### src/rtl/pf_pkg.sv
package pf_pkg;
  typedef enum logic [1:0] {
    ST_IDLE,
    ST_REQ,
    ST_DATA
  } pf_state_e;
endpackage

### src/rtl/pf_burst_sizer.sv
module pf_burst_sizer #(
  parameter int unsigned CODE_W    = 2,
  parameter int unsigned BUF_WORDS = 8,
  parameter int unsigned MIN_BURST = 4,
  parameter int unsigned LEN_W     = $clog2(BUF_WORDS + 1)
) (
  input  logic              en_i,
  input  logic [CODE_W-1:0] code_i,
  output logic [LEN_W-1:0]  len_o,
  output logic              bypass_o
);
  int unsigned max_words;
  int unsigned issued;

  always_comb begin
    max_words = 32'd2 << code_i;
    issued    = (max_words > BUF_WORDS) ? BUF_WORDS : max_words;
    bypass_o  = !en_i || (max_words < MIN_BURST);
    len_o     = bypass_o ? LEN_W'(1) : LEN_W'(issued);
  end
endmodule

### src/rtl/pf_buffer.sv
module pf_buffer #(
  parameter int unsigned DW        = 32,
  parameter int unsigned BUF_WORDS = 8,
  parameter int unsigned IDX_W     = $clog2(BUF_WORDS)
) (
  input  logic             clk_i,
  input  logic             rst_ni,
  input  logic             flush_i,
  input  logic             wr_i,
  input  logic [IDX_W-1:0] wr_idx_i,
  input  logic [DW-1:0]    wr_data_i,
  input  logic [IDX_W-1:0] rd_idx_i,
  output logic [DW-1:0]    rd_data_o,
  output logic             rd_vld_o
);
  logic [DW-1:0]        mem_q [BUF_WORDS];
  logic [BUF_WORDS-1:0] vld_q;

  always_ff @(posedge clk_i or negedge rst_ni) begin
    if (!rst_ni) begin
      vld_q <= '0;
    end else if (flush_i) begin
      vld_q <= '0;
    end else if (wr_i) begin
      vld_q[wr_idx_i] <= 1'b1;
    end
  end

  generate
    for (genvar g = 0; g < BUF_WORDS; g++) begin : g_ent
      always_ff @(posedge clk_i) begin
        if (wr_i && !flush_i && wr_idx_i == IDX_W'(g)) mem_q[g] <= wr_data_i;
      end
    end
  endgenerate

  assign rd_data_o = mem_q[rd_idx_i];
  assign rd_vld_o  = vld_q[rd_idx_i];
endmodule

### src/rtl/pf_ctrl.sv
module pf_ctrl
  import pf_pkg::*;
#(
  parameter int unsigned AW        = 32,
  parameter int unsigned BUF_WORDS = 8,
  parameter int unsigned LEN_W     = $clog2(BUF_WORDS + 1),
  parameter int unsigned IDX_W     = $clog2(BUF_WORDS)
) (
  input  logic             clk_i,
  input  logic             rst_ni,
  input  logic [LEN_W-1:0] cfg_len_i,
  input  logic             cfg_bypass_i,
  input  logic             fetch_req_i,
  input  logic             jump_i,
  input  logic [AW-1:0]    fetch_addr_i,
  input  logic             ent_vld_i,
  output logic [IDX_W-1:0] rd_idx_o,
  output logic             hit_o,
  output logic             flush_o,
  output logic             wr_o,
  output logic [IDX_W-1:0] wr_idx_o,
  output logic             bus_req_o,
  input  logic             bus_gnt_i,
  output logic [AW-1:0]    bus_addr_o,
  output logic [LEN_W-1:0] bus_len_o,
  input  logic             bus_rvalid_i
);
  pf_state_e        state_q;
  logic [AW-1:0]    base_q;
  logic [LEN_W-1:0] len_q;
  logic [IDX_W-1:0] cnt_q;
  logic             win_ok_q, bypass_q, jmp_taken_q;

  logic [AW-1:0] offset;
  logic          stale, in_win, jump_new, start, last_beat;

  always_comb begin
    offset    = fetch_addr_i - base_q;
    // prefetched window outlives a disable only until the burst ends
    stale     = (state_q == ST_IDLE) && !bypass_q && cfg_bypass_i;
    in_win    = win_ok_q && !stale && (offset < AW'(len_q));
    jump_new  = fetch_req_i && jump_i && !jmp_taken_q;
    hit_o     = fetch_req_i && in_win && !jump_new && ent_vld_i;
    start     = (state_q == ST_IDLE) && fetch_req_i && (jump_new || !in_win);
    last_beat = (state_q == ST_DATA) && bus_rvalid_i &&
                (cnt_q == IDX_W'(len_q - 1'b1));
  end

  assign rd_idx_o   = offset[IDX_W-1:0];
  assign flush_o    = start;
  assign wr_o       = (state_q == ST_DATA) && bus_rvalid_i;
  assign wr_idx_o   = cnt_q;
  assign bus_req_o  = (state_q == ST_REQ);
  assign bus_addr_o = base_q;
  assign bus_len_o  = len_q;

  always_ff @(posedge clk_i or negedge rst_ni) begin
    if (!rst_ni) begin
      state_q     <= ST_IDLE;
      base_q      <= '0;
      len_q       <= LEN_W'(1);
      cnt_q       <= '0;
      win_ok_q    <= 1'b0;
      bypass_q    <= 1'b1;
      jmp_taken_q <= 1'b0;
    end else begin
      unique case (state_q)
        ST_IDLE: if (start) begin
          state_q  <= ST_REQ;
          base_q   <= fetch_addr_i;
          len_q    <= cfg_len_i;
          bypass_q <= cfg_bypass_i;
        end
        ST_REQ: if (bus_gnt_i) state_q <= ST_DATA;
        ST_DATA: if (bus_rvalid_i) begin
          cnt_q <= last_beat ? '0 : cnt_q + 1'b1;
          if (last_beat) state_q <= ST_IDLE;
        end
        default: state_q <= ST_IDLE;
      endcase

      if (start)                   win_ok_q <= 1'b1;
      else if (stale)              win_ok_q <= 1'b0;
      else if (hit_o && bypass_q)  win_ok_q <= 1'b0;

      if (start)      jmp_taken_q <= jump_i;
      else if (hit_o) jmp_taken_q <= 1'b0;
    end
  end
endmodule

### src/rtl/script_prefetch.sv
module script_prefetch #(
  parameter int unsigned AW        = 32,
  parameter int unsigned DW        = 32,
  parameter int unsigned CODE_W    = 2,
  parameter int unsigned BUF_WORDS = 8,
  parameter int unsigned MIN_BURST = 4,
  localparam int unsigned LEN_W    = $clog2(BUF_WORDS + 1),
  localparam int unsigned IDX_W    = $clog2(BUF_WORDS)
) (
  input  logic              clk_i,
  input  logic              rst_ni,
  input  logic              pf_en_i,
  input  logic [CODE_W-1:0] burst_code_i,
  input  logic              fetch_req_i,
  input  logic              jump_i,
  input  logic [AW-1:0]     fetch_addr_i,
  output logic              fetch_valid_o,
  output logic [DW-1:0]     fetch_data_o,
  output logic              bus_req_o,
  input  logic              bus_gnt_i,
  output logic [AW-1:0]     bus_addr_o,
  output logic [LEN_W-1:0]  bus_len_o,
  input  logic              bus_rvalid_i,
  input  logic [DW-1:0]     bus_rdata_i
);
  logic [LEN_W-1:0] cfg_len;
  logic             cfg_bypass, ent_vld, flush, wr;
  logic [IDX_W-1:0] rd_idx, wr_idx;

  pf_burst_sizer #(
    .CODE_W(CODE_W), .BUF_WORDS(BUF_WORDS), .MIN_BURST(MIN_BURST), .LEN_W(LEN_W)
  ) u_sizer (
    .en_i(pf_en_i), .code_i(burst_code_i), .len_o(cfg_len), .bypass_o(cfg_bypass)
  );

  pf_ctrl #(
    .AW(AW), .BUF_WORDS(BUF_WORDS), .LEN_W(LEN_W), .IDX_W(IDX_W)
  ) u_ctrl (
    .clk_i, .rst_ni,
    .cfg_len_i(cfg_len), .cfg_bypass_i(cfg_bypass),
    .fetch_req_i, .jump_i, .fetch_addr_i,
    .ent_vld_i(ent_vld), .rd_idx_o(rd_idx), .hit_o(fetch_valid_o),
    .flush_o(flush), .wr_o(wr), .wr_idx_o(wr_idx),
    .bus_req_o, .bus_gnt_i, .bus_addr_o, .bus_len_o, .bus_rvalid_i
  );

  pf_buffer #(
    .DW(DW), .BUF_WORDS(BUF_WORDS), .IDX_W(IDX_W)
  ) u_buf (
    .clk_i, .rst_ni,
    .flush_i(flush), .wr_i(wr), .wr_idx_i(wr_idx), .wr_data_i(bus_rdata_i),
    .rd_idx_i(rd_idx), .rd_data_o(fetch_data_o), .rd_vld_o(ent_vld)
  );
endmodule

### config.mk
export PLATFORM = sky130hd
export DESIGN_NAME = script_prefetch
export DESIGN_NICKNAME = d
export VERILOG_FILES = /design/src/rtl/pf_pkg.sv /design/src/rtl/pf_burst_sizer.sv /design/src/rtl/pf_buffer.sv /design/src/rtl/pf_ctrl.sv /design/src/rtl/script_prefetch.sv
export SDC_FILE = /design/constraint.sdc
export NUM_CORES = 1
export LEC_CHECK = 0
export ABC_CLOCK_PERIOD_IN_PS = 6190
export BUFFER_PORTS_ARGS = -buffer_cell sky130_fd_sc_hd__buf_2
export CAP_MARGIN = 5
export CORE_UTILIZATION = 61
export CTS_BUF_LIST = sky130_fd_sc_hd__clkbuf_4
export DETAILED_ROUTE_END_ITERATION = 16
export PLACE_DENSITY = 0.86
export RECOVER_POWER = 50
export SYNTH_ARGS = -nofsm -noshare
export SYNTH_HDL_FRONTEND = slang
export SYNTH_SLANG_ARGS = --single-unit
### constraint.sdc
create_clock -name clk_i -period 6.19 [get_ports clk_i]
set_input_delay 0.619 -clock clk_i [delete_from_list [all_inputs] [get_ports clk_i]]
set_output_delay 0.619 -clock clk_i [all_outputs]
set_load 0.01 [all_outputs]
======== Word level (Yosys, flattened, before mapping) ========
Memory sizes are Yosys's and may differ from the RTL's.
Cells that the tools add are included.
storage, ports and cells
  flip-flop bits (word level) ............. 52
  memory bits (writable) .................. 256
  input port bits ......................... 73
  output and inout port bits .............. 70
  logic and storage cells ................. 138
  memories ................................ 1
memories
  memory       depth  width  rd ports  clocked after Yosys merged registers in  write ports  line             text
  u_buf.mem_q  8      32     1         0                                        1            pf_buffer.sv:16  logic [DW-1:0] mem_q [BUF_WORDS];
operators by class
  reduce and logical (&&, ||, !) cells .... 48
  bitwise logic cells ..................... 1
  equal/unequal tests ..................... 14
  shift-type cells ........................ 1
  add/subtract/negate cells ............... 3
  order comparisons ....................... 6
  mux-type cells .......................... 56
operator list
  operator                number
  $mux W32                7
  $reduce_or A32 Y1       7
  $gt A32 B4 Y1 const B   1
  $lt A32 B3 Y1 const B   1
  $lt A32 B4 Y1           1
  $shl A2 B2 Y32 const A  1
  $sub A32 B32 Y32        1
  $mux W1                 30
  $logic_and A1 B1 Y1     24
  $mux W3                 8
  $mux W8                 2
  $eq A3 B3 Y1 const B    4
  $lt A3 B4 Y1 const B    2
  $mux W2                 4
  $mux W4                 2
  $or A8 B8 Y8            1
  $logic_not A1 Y1        7
  $eq A3 B2 Y1 const B    2
  $ne A2 B1 Y1 const B    3
  $pmux W2 S3             1
  $reduce_and A2 Y1       2
  $reduce_and A4 Y1       1
  $reduce_bool A2 Y1      2
  $add A3 B1 Y3 const B   1
  other kinds (13)        14

======== Depth between registers and ports, before layout ========
Gate-level depths: netlist of run 1.
  word-level depth ........................ 23
  gate-level depth with buffers ........... 18
  depth with buffers taken out ............ 15

======== Modules after synthesis ========
Synthesis of run 1 repeated with hierarchy kept, for this count alone.
unflattened totals
  cell total of the unflattened synthesis .. 987
  area total of the unflattened synthesis .. 14816.7 µm²
by module, submodules not included
  module          area an instance (µm²)  times used  seq. area each (µm²)  cells an instance
  pf_buffer       10028.4                 1           7887.6                414
  pf_ctrl         4748.3                  1           1103.6                567
  pf_burst_sizer  40.0                    1           0.0                   6

======== Worst setup path before layout of run 1 ========
OpenSTA, ideal clock, no wires.
  kind .................................... input to register
  from .................................... input fetch_addr_i[0]
  to ...................................... register u_ctrl.base_q[25], in the netlist u_ctrl.bus_addr_o[25]
  required time ........................... 6.063 ns
  path buffers ............................ 3
  cell stages on the path ................. 18
  setup time .............................. 0.127 ns
  setup slack ............................. 1.521 ns
  arrival ................................. 4.542 ns
  cells stage by stage .................... inv_1 > ha_1 > fa_1 > clkbuf_1 > clkbuf_1 > inv_1 > ha_1 > a21boi_0 > o21a_1 > o21ai_0 > o211ai_1 > nor4_1 > o2111ai_1 > nor4b_4 > nand4_2 > nand3_4 > buf_8 > mux2_1
between the ends
  word-level cells in the longest chain between the ends .. 7
RTL lines
  element                             line                   text
  start: declaration                  script_prefetch.sv:16  input logic [AW-1:0] fetch_addr_i,
  $sub A32 B32 Y32                    pf_ctrl.sv:38          offset = fetch_addr_i - base_q;
  $lt A32 B4 Y1                       pf_ctrl.sv:41          in_win = win_ok_q && !stale && (offset < AW'(len_q));
  $logic_and A1 B1 Y1                 pf_ctrl.sv:41
  $logic_not A1 Y1                    pf_ctrl.sv:44          start = (state_q == ST_IDLE) && fetch_req_i && (jump_new || !in_win);
  $logic_or A1 B1 Y1                  pf_ctrl.sv:44
  $logic_and A1 B1 Y1                 pf_ctrl.sv:44
  $reduce_and A2 Y1 (no source line)  --
  end signal: assignment              pf_ctrl.sv:70          base_q <= fetch_addr_i;
  end: declaration                    pf_ctrl.sv:29          logic [AW-1:0] base_q;
No other way between the ends.
A chain may end at the register's enable or synchronous reset.

======== Worst setup path after layout of run 1 ========
  from .................................... register u_ctrl.base_q[0], in the netlist u_ctrl.bus_addr_o[0]
  to ...................................... output fetch_valid_o
between the ends
  word-level cells in the longest chain between the ends .. 6
  elaborated cells on any way between the ends .. 8
  those cells by class .................... 1 x add/sub; 1 x order compare; 2 x mux; 4 x reduce/logical
RTL lines
  element                           line                   text
  $sub A32 B32 Y32 *                pf_ctrl.sv:38
  $lt A32 B4 Y1                     pf_ctrl.sv:41
  $logic_and A1 B1 Y1               pf_ctrl.sv:41
  $logic_and A1 B1 Y1 (2 in a row)  pf_ctrl.sv:43          hit_o = fetch_req_i && in_win && !jump_new && ent_vld_i;
  $logic_and A1 B1 Y1 *             pf_ctrl.sv:43
  end: declaration                  script_prefetch.sv:17  output logic fetch_valid_o,
Mark *: on every way between the ends. The rest lies on a longest branch, timed or not. The select of a mux whose other input is x is not followed.

==> impl_metrics.tcl, run 1 <==
set metrics [dict create \
    rsz0062_at_grt "no" \
    cts_root_buf "clkbuf_4" \
    grt.total_usage_pct 26.6 \
    worst-path-buf-inv 2 \
    drtAntennaViolNets 0 \
    antenna_found_initial 3 \
    critPathRequiredTime_ns 5.57 \
    synth-seq-cells 307 \
    post_cts_resized 0 \
    die_h_microns 156 \
    syn-cell-area_sq_um 14500 \
    max_freq_ghz 0.210 \
    dr_total_vias 9057 \
    crit_family "compound AO/OA/AOI/OAI gates" \
    crit_top_cell "o211ai_1" \
    synth_area_leaders "edfxtp_1, mux4_2, dfrtp_1" \
    gp_congestion 0.925 \
    cp_cell_sequence "ha_4, fa_2, inv_1, ha_1, a21boi_0, o21a_1, o21ai_0, o211ai_1, nor4_1, o211ai_1, nor2_1, nand3_1, a2111oi_0, and3_1, buf_2" \
    finalSetupViolations 0 \
    postPlaceCellArea_sq_um 15500 \
    syn-num-nets 1044 \
    wl_per_cell_microns 21.0 \
    slew-limit-headroom_pct -82.3 \
    p_total_uw 8300 \
    final_cell_area_sq_um 16400 \
    synthCells 929 \
    period_needed_ns 4.77 \
    drt_iter0_markers 530 \
    critPathArrivalTime_ns 4.15 \
    coreArea_sq_um 23400 \
    postCtsHoldBufs 0 \
    synth_top_area_share_pct 52.9 \
    drive_gt1_share_pct 29.9 \
    whs_ns 0.144 \
    fill_cells 1579 \
    endpoint_kind "output pin" \
    p_per_area_nw_per_um2 506 \
    grt_max_degree 67 \
    hp-class "in2reg" \
    vias_per_cell 6.06 \
    worstSkewPairLatency_ns 0.69 \
    drc_errors 0 \
    post_cts_buffers 0 \
    synth.most_common_cell "edfxtp_1" \
    cts_tree "done" \
    finalHoldViolCount 0 \
    start_util_pct 62.1 \
    critPathMaxFanout 3 \
    worst_pin_slew_ns 2.73 \
    cts_sinks 307 \
    finalNetCount 1235 \
    grt_pass1_vias 9221 \
    pre_cts_slack_ns 1.49 \
    place.port_buffers 142 \
    finalCritPeriodShare_pct 77.1 \
    failed_checks "capacitance limit, slew limit" \
    dr.pass1.iters 4 \
    synth-async-reset-ratio_pct 16.6 \
    dieArea_sq_um 24400 \
    critical-path-slowest-cell "fa_2" \
    synth_cell_types 80 \
    synth_seq_area_share_pct 61.7 \
    cts_made_buffers 75 \
    yosys.area.top_type "edfxtp_1" \
    grt_pass1_wl_mm 48.6 \
    synth.avg_cell_area_sq_um 15.6 \
    startpoint_type "register" \
    fp-row-count 56 \
    cts_htree_levels 3 \
    dp_hpwl_mm 19.6 \
    wl_mm 31.4 \
    synth_flop_cell "edfxtp_1" \
    finClkSkew_ns 0.0378 \
    synth_edf_count 256 \
    clk_path_buf_depth 3 \
    path_class "reg2out" \
    dieWidth_microns 156 \
    p_leak_uw 0.00613 \
    critical_path.max_stage_delay_ns 0.53 \
    synthToLayoutAreaGrowth_pct 12.9 \
    setup_tns_ns 0 \
    yosys_warnings 0 \
    layout_setup_ws_ns 1.42 \
    grt_overflow_total 0 \
    io_pins 143 \
    ir_drop_mv 0.421 \
    slew_violations 52 \
    outcome "finished, violations left" \
    synth_common_cells "edfxtp_1, mux4_2, dfrtp_1" \
    path_clk_slew_ns 0.06 \
    cap_violations 1 \
]
[final timing paths]
path / slack [ns] / start / end / cells past startpoint
worst max-delay path: 1.42 / u_ctrl.bus_addr_o[0] / fetch_valid_o / 15
worst min-delay path: 0.14 / bus_gnt_i / u_ctrl.state_q[0] / 2
worst max register to register: 1.85 / u_ctrl.bus_addr_o[0] / u_ctrl.bus_addr_o[3] / 14
worst min register to register: 0.50 / u_buf.vld_q[6] / u_buf.vld_q[6] / 1
max in group asynchronous: 3.70 / rst_ni / u_buf.vld_q[5] / 2
min in group asynchronous: 0.90 / rst_ni / u_ctrl.bus_addr_o[11] / 2
[worst register-to-register path, delay by kind of cell (launching register included)]
kind / cells / cell delay [ns]
compound gates: 5 / 0.87
fa+ha+maj: 3 / 0.98
buf+inv: 1 / 0.04
flops: 1 / 0.43
mux: 1 / 0.45
simple gates: 4 / 1.47
[cell type report]
type / count / area, sq um / share of cell area, %
repair buffers: 154 / 713 / 4.35
inverters: 47 / 176 / 1.08
clock inverters: 22 / 133 / 0.808
flip-flops and latches: 307 / 8960 / 54.6
diodes: 2 / 5.00 / 0.0305
clock buffers: 108 / 811 / 4.94
well taps: 319 / 399 / 2.43
multi-input cells: 535 / 5210 / 31.7
[state kept, by name (all words and copies together) (netlist names)]
signal	count
u_ctrl.bus_addr_o	32
u_ctrl.bus_len_o	4
u_buf.mem_q	256
u_ctrl.state_q	2
u_buf.vld_q	8
u_ctrl.jmp_taken_q	1
u_ctrl.wr_idx_o	3
u_ctrl.win_ok_q	1
[metal layers]
metal  vias up  wire (microns)  track usage, %
li1       4118               -               -
met1      4505           12100            31.6
met2       367           16200            46.3
met3        63            2410            6.56
met4         4             686            11.5
met5         -              23               0
[power by group]
part	switching (uW)	internal [uW]
Clock	789	849
Combinational	2190	1820
Sequential	174	2470
Total	3150	5150
[cells by family (layout without fill, tap and decap cells)]
group | after synthesis | count (layout) | synth area share [%]
fa+ha+maj | 42 | 42 | 3.67
simple gates | 177 | 177 | 6.69
xor+xnor | 17 | 17 | 1.02
buf+inv | 87 | 331 | 2.70
other cells | 0 | 2 | 0
flops | 307 | 307 | 61.7
mux | 141 | 141 | 16.5
compound gates | 158 | 158 | 7.74
[cells in the final DEF, fill, tap and decap left out, types with 11 or more instances in the layout]
cell	count
mux4_2	66
buf_4	11
dfrtp_1	50
nor2_1	33
buf_2	75
mux2_2	40
ha_1	40
nor3_1	16
nor4_1	11
edfxtp_1	256
inv_1	47
clkbuf_1	68
mux2_4	20
and3_1	13
clkbuf_4	108
clkinv_1	14
a21oi_1	29
o21a_1	11
nand3_1	12
xnor2_1	12
o21ai_0	24
nand2_1	40
[through the flow]
stage / util [%] / std cells
final: 70.1 / 1494
after global routing: 70.1 / 1493
after CTS: 70.5 / 1492
after detailed placement: 66.4 / 1362
after global placement: 66.4 / 1362
after floorplan: - / 929
Power figures use the tool's default switching activity.
==> run 2: changes to the inputs <==
- ABC_AREA: unset -> 1
- ABC_CLOCK_PERIOD_IN_PS: 6190 -> 3900
- CORE_UTILIZATION: 61 -> 56
- PLACE_DENSITY: 0.86 -> 0.83
- clock period: 6.19 -> 3.9 ns (I/O delays scaled with it)
==> run 2 against run 1 <==
Compared with the run above:
- the flow finishes with violations (capacitance limit, slew limit, setup timing)
- critical path depth is 3 higher
- utilization shrank 2.5 points
- non-clock buffer count is 75 higher
- sequential cell count unchanged
- combinational power rose by 79%
- cell count increased by 48%
- critical path type unchanged
- first-iteration DRC count increased by 89%
- critical endpoint unchanged
==> impl_metrics.tcl, run 2 <==
set metrics [dict create \
    outcome "finished, violations left" \
    failed_checks "capacitance limit, slew limit, setup timing" \
    p_sw_share_pct 45.0 \
    dp_hpwl_mm 21.8 \
    max_freq_ghz 0.253 \
    grt_overflow_total 0 \
    drive_gt1_share_pct 14.6 \
    synth.most_common_cell "nor2_1" \
    largest_reg_flops 256 \
    slew-limit-headroom_pct -82.7 \
    dr.pass1.iters 6 \
    min_from "pf_en_i" \
    final_common_cell "nor2_1" \
    vias_per_cell 5.58 \
    drtAntennaViolNets 0 \
    dieWidth_microns 165 \
    pwr-share-seq_pct 29.5 \
    ir_drop_mv 0.543 \
    slew_violations 52 \
    rr_startpoint "u_ctrl.bus_addr_o[0]" \
    grt_pass1_vias 11962 \
    layout_common_cells "nor2_1, nand2_1, edfxtp_1, o21ai_0, inv_1" \
    wl_mm 37.3 \
    synth-async-reset-ratio_pct 16.6 \
    antenna_found_initial 2 \
    synthToLayoutAreaGrowth_pct 18.4 \
    startpoint_type "register" \
    period_needed_ns 3.95 \
    die_h_microns 165 \
    critPathArrivalTime_ns 3.56 \
    start_util_pct 57.1 \
    yosys.area.top_type "edfxtp_1" \
    finalHoldViolCount 0 \
    min_path_cells 3 \
    layout_setup_ws_ns -0.0470 \
    p_int_uw 7690 \
    path_clk_slew_ns 0.07 \
    pre_cts_slack_ns 0.126 \
    switchingPower_uw 6300 \
    clk_path_buf_depth 3 \
    path_class "reg2out" \
    cts_htree_levels 3 \
    synth-seq-cells 307 \
    finalCritPeriodShare_pct 101 \
    hold_end "u_ctrl.bus_len_o[2]" \
    synthCells 1574 \
    p_leak_uw 0.00723 \
    dr_total_vias 12326 \
    finalSetupViolations 1 \
    drc_errors 0 \
    postPlaceCellArea_sq_um 16000 \
    final_cell_area_sq_um 17600 \
    p_per_area_nw_per_um2 793 \
    rsz0062_at_grt "yes" \
    syn-num-nets 1689 \
    worst_pin_slew_ns 2.74 \
    grt_pass1_wl_mm 56.9 \
    cts_root_buf "clkbuf_4" \
    cts_made_buffers 75 \
    syn-cell-area_sq_um 14900 \
    regMostFlops "u_buf.mem_q" \
    yosys_warnings 0 \
    p_total_uw 14000 \
    synth.avg_cell_area_sq_um 9.46 \
    synth_common_cells "nor2_1, nand2_1, edfxtp_1" \
    synth_seq_area_share_pct 60.2 \
    synth_edf_count 256 \
    drt_iter0_markers 1001 \
    cap_violations 1 \
    gp_congestion 0.981 \
    io_pins 143 \
    finalNetCount 1934 \
    combPwrFrac_pct 51.4 \
    synth_cell_types 43 \
    synth_top_area_share_pct 51.6 \
    fp-row-count 59 \
    coreArea_sq_um 26100 \
    critPathMaxFanout 2 \
    cts_sinks 307 \
    dieArea_sq_um 27200 \
    place.port_buffers 142 \
    synth_flop_cell "edfxtp_1" \
    p_clk_share_pct 19.1 \
    r2r-end "u_ctrl.bus_addr_o[22]" \
    grt.total_usage_pct 27.0 \
    whs_ns 0.0538 \
    fill_cells 1935 \
    worstSkewPairLatency_ns 0.71 \
    finClkSkew_ns 0.0422 \
    grt_max_degree 129 \
    reg2reg_depth 19 \
    cts_tree "done" \
    hp-class "in2reg" \
    critPathRequiredTime_ns 3.51 \
    endpoint_kind "output pin" \
    r2r_slack_ns 0.37 \
    synth_area_leaders "edfxtp_1, dfrtp_1, nor2_1" \
    wl_per_cell_microns 16.9 \
]
run 2: final cells by class:
| cell class | count | area, sq um | share of cell area [%] |
|---|---|---|---|
| Sequential cell | 307 | 8960 | 50.8 |
| Multi-Input combinational cell | 1041 | 5170 | 29.3 |
| Timing Repair Buffer | 229 | 1490 | 8.44 |
| Clock buffer | 104 | 781 | 4.43 |
| Inverter | 165 | 621 | 3.52 |
| Tap cell | 335 | 419 | 2.38 |
| Clock inverter | 26 | 185 | 1.05 |
| Antenna cell | 3 | 7.51 | 0.0426 |
run 2: worst max-delay path by stage:
| stage | slack [ns] | from | endpoint |
|---|---|---|---|
| final | -0.05 | u_ctrl.bus_addr_o[0] | fetch_valid_o |
| after global routing | -0.21 | u_ctrl.bus_addr_o[0] | fetch_valid_o |
| after CTS | 0.02 | u_ctrl.bus_addr_o[0] | fetch_valid_o |
| after detailed placement | 0.13 | fetch_addr_i[0] | u_ctrl.bus_addr_o[4] |
| after global placement | 0.18 | fetch_addr_i[0] | u_buf.vld_q[7] |
| after floorplan | 0.39 | u_ctrl.state_q[1] | u_buf.mem_q[0][0] |
run 2: power by group through the flow:
stage / sequential [uW] / clock (uW) / combinational (uW)
2_1_floorplan: 4220 / 0 / 4690
3_3_place_gp: 4170 / 0 / 6730
3_5_place_dp: 4180 / 0 / 6880
4_1_cts: 4110 / 2710 / 7010
5_1_grt: 4170 / 2880 / 8000
6_report: 4130 / 2670 / 7190
run 2: timing repair:
item | in CTS | in global routing
endpoints found under the hold margin | 341 | 0
hold buffers | 68 | 0
endpoints found under the setup margin | 3 | 15
gates cloned | 0 | 1
buffers inserted | 0 | 2
resized for setup | 6 | 10
pin swaps | 0 | 14
run 2: layer usage:
metal / share of wire (%) / wire length, microns / up-vias / global-route usage (%)
li1: - / - / 5861 / -
met1: 39 / 14400 / 5802 / 31.2
met2: 50 / 18800 / 564 / 47.8
met3: 7.8 / 2900 / 99 / 5.47
met4: 3.4 / 1270 / 0 / 13.2
met5: 0 / 0 / - / 0
run 2: cell families (layout without fill, tap and decap cells):
family                     after synthesis  after routing  synth area share (%)
and+or+nand+nor                        706            706                  19.3
DFF                                    307            307                  60.2
AOI/OAI and AO/OA                      286            287                  10.6
buffers and inverters                  227            524                  5.96
adders and majority gates               42             42                  3.58
xor gates and xnor gates                 6              6                 0.353
other                                    0              3                     0
run 2: worst max-delay path: stages (launching register included):
cell and delay, ns:
dfrtp_1 0.42, ha_4 0.18, fa_2 0.60, inv_2 0.06, ha_4 0.21, nand2_2 0.05, nand2_2 0.05, nand2_1 0.06
nand2_1 0.06, nand2_2 0.08, nand2_2 0.05, nor2_2 0.09, nand2_1 0.05, nor2_1 0.10, nand3_1 0.08, nor2_1 0.09
nand3_1 0.12, nor3b_2 0.33, buf_2 0.19
run 2: metrics by stage:
step / std cells / utilization [%] / setup TNS, ns
4_1_cts: 2204 / 67.7 / 0
2_1_floorplan: 1574 / - / 0
5_1_grt: 2209 / 67.7 / -0.215
6_report: 2210 / 67.7 / -0.0470
3_3_place_gp: 2006 / 61.3 / 0
3_5_place_dp: 2006 / 61.3 / 0
==> run 3: changes to the inputs <==
- CORE_MARGIN: unset -> 4
==> run 3 against run 2 <==
Compared with the run above:
- the flow finishes with violations (capacitance limit, slew limit)
- sequential power is essentially flat
- worst hold slack lost 0.0027 ns
- die area grew 7.4%
- critical path depth shrank 7
- largest power group unchanged
- largest cell class unchanged
- wire length grew 4.3%
- cell count grew 0.68%
==> impl_metrics.tcl, run 3 (synthesis gave the netlist of run 2 again) <==
set metrics [dict create \
    grt_pass1_wl_mm 61.3 \
    dp.cells 2006 \
    vias_per_cell 5.58 \
    rr_startpoint "u_ctrl.bus_addr_o[0]" \
    p_per_area_nw_per_um2 801 \
    p_total_uw 14200 \
    finalCritPeriodShare_pct 99.6 \
    dr.pass1.iters 5 \
    drive_gt1_share_pct 15.0 \
    critical_path.max_stage_delay_ns 0.48 \
    largest_reg_flops 256 \
    final_util_pct 67.7 \
    rsz0062_at_grt "yes" \
    antenna_found_initial 3 \
    p_leak_uw 0.00727 \
    cts_htree_levels 3 \
    worst_pin_slew_ns 2.80 \
    ir_drop_mv 0.652 \
    finalNetCount 1938 \
    dieArea_sq_um 29300 \
    min_path_cells 3 \
    period_needed_ns 3.88 \
    cp_cell_sequence "ha_4, fa_2, inv_2, buf_4, buf_6, o21ai_0, o221ai_1, inv_1, nor2_1, nor3b_2, buf_2" \
    cts_tree "done" \
    dieWidth_microns 171 \
    final_common_cell "nor2_1" \
    layout_common_cells "nor2_1, nand2_1, edfxtp_1, o21ai_0, inv_1" \
    r2r-end "u_ctrl.bus_addr_o[29]" \
    dr_total_vias 12421 \
    startpoint_type "register" \
    coreArea_sq_um 26100 \
    cap_violations 1 \
    max_freq_ghz 0.258 \
    grt_pass1_vias 12280 \
    finalHoldViolCount 0 \
    finalSetupViolations 0 \
    r2r_slack_ns 0.53 \
    worstSkewPairLatency_ns 0.72 \
    path_depth 11 \
    critPathArrivalTime_ns 3.49 \
    drc_errors 0 \
    regMostFlops "u_buf.mem_q" \
    clk_path_buf_depth 3 \
    die_h_microns 171 \
    reg2reg_depth 21 \
    instances_no_fill 2225 \
    drt_iter0_markers 1177 \
    layout_setup_ws_ns 0.0167 \
    setup_tns_ns 0 \
    grt_max_degree 68 \
    min_from "fetch_addr_i[0]" \
    outcome "finished, violations left" \
    pre_cts_slack_ns 0.429 \
    path_clk_slew_ns 0.06 \
    slew_violations 52 \
    hold_end "u_ctrl.bus_addr_o[0]" \
    grt.total_usage_pct 26.3 \
    critPathRequiredTime_ns 3.51 \
    cts_root_buf "clkbuf_4" \
    wl_per_cell_microns 17.5 \
    fill_cells 1924 \
    slew-limit-headroom_pct -86.5 \
    crit_family "buffers and inverters" \
    drtAntennaViolNets 0 \
    io_pins 143 \
    place.port_buffers 142 \
    cts_sinks 307 \
    path_class "reg2out" \
    dp_hpwl_mm 22.5 \
    failed_checks "capacitance limit, slew limit" \
    startpoint "u_ctrl.bus_addr_o[0]" \
    fp-row-count 59 \
    finClkSkew_ns 0.0508 \
    worst-path-buf-inv 5 \
    gp_congestion 0.892 \
    critPathMaxFanout 65 \
    start_util_pct 57.0 \
    synthToLayoutAreaGrowth_pct 18.8 \
    hp-class "in2reg" \
    endpoint_kind "output pin" \
    grt_overflow_total 0 \
    wl_mm 39.0 \
    cts_made_buffers 79 \
    critical-path-slowest-cell "fa_2" \
]
==> run 3: final cells by class <==
| class | instances | area (sq um) | share of cell area [%] |
|---|---|---|---|
| tap | 335 | 419 | 2.37 |
| antenna | 3 | 7.51 | 0.0424 |
| sequential | 307 | 8960 | 50.7 |
| multi-input combinational | 1040 | 5150 | 29.1 |
| timing repair buffer | 230 | 1500 | 8.46 |
| inverter | 165 | 622 | 3.51 |
| clock inverter | 25 | 139 | 0.785 |
| clock buffer | 120 | 901 | 5.09 |
==> run 3: worst max-delay path by stage <==
stage and endpoint:
2_1_floorplan u_buf.mem_q[0][0], 3_3_place_gp fetch_valid_o, 3_5_place_dp fetch_valid_o, 4_1_cts fetch_valid_o, 5_1_grt fetch_valid_o, 6_report fetch_valid_o
==> run 3: per-stage QoR <==
| stage | hold slack (ns) | area (sq um) |
|---|---|---|
| 2_1_floorplan | 0.0944 | 14900 |
| 3_3_place_gp | 0.452 | 16000 |
| 3_5_place_dp | 0.454 | 16000 |
| 4_1_cts | 0.0140 | 17700 |
| 5_1_grt | 0.0134 | 17700 |
| 6_report | 0.0511 | 17700 |
==> run 3: where the power goes <==
part | internal (uW) | switching [uW] | total (uW)
clock network | 1430 | 1380 | 2820
logic | 2400 | 4830 | 7230
registers | 3910 | 222 | 4130
==> run 3: timing repair <==
action                                  in CTS  in global routing
gates cloned                                 0                  0
endpoints found under the setup margin       1                  1
gates resized for setup                      4                  9
pin swaps                                    0                  7
buffers inserted                             0                  2
hold endpoints to repair                   341                  0
hold buffers                                69                  0
==> run 3: routing by layer <==
metal | part of all wire (%) | wire (microns) | vias to the layer above | track usage [%]
li1 | - | - | 5882 | -
met1 | 39 | 15300 | 5871 | 32.9
met2 | 50 | 19600 | 564 | 45.6
met3 | 7.5 | 2930 | 104 | 5.18
met4 | 2.9 | 1130 | 0 | 9.99
met5 | 0 | 0 | - | 0
==> run 3: worst reg2reg max path, cell delays in order, from the launching register on <==
cell	delay (ns)
dfrtp_1	0.42
ha_4	0.19
fa_2	0.59
inv_2	0.06
ha_4	0.26
nand2_2	0.04
nand2_1	0.05
nand2_1	0.05
nand2_1	0.05
nand2_1	0.05
nand2_1	0.06
inv_1	0.04
nand2_1	0.05
nor2_1	0.05
nand3_1	0.07
nor2_1	0.05
nand2_1	0.06
nor2_2	0.06
a21boi_4	0.27
buf_4	0.53
nand2_1	0.19
o21ai_2	0.09
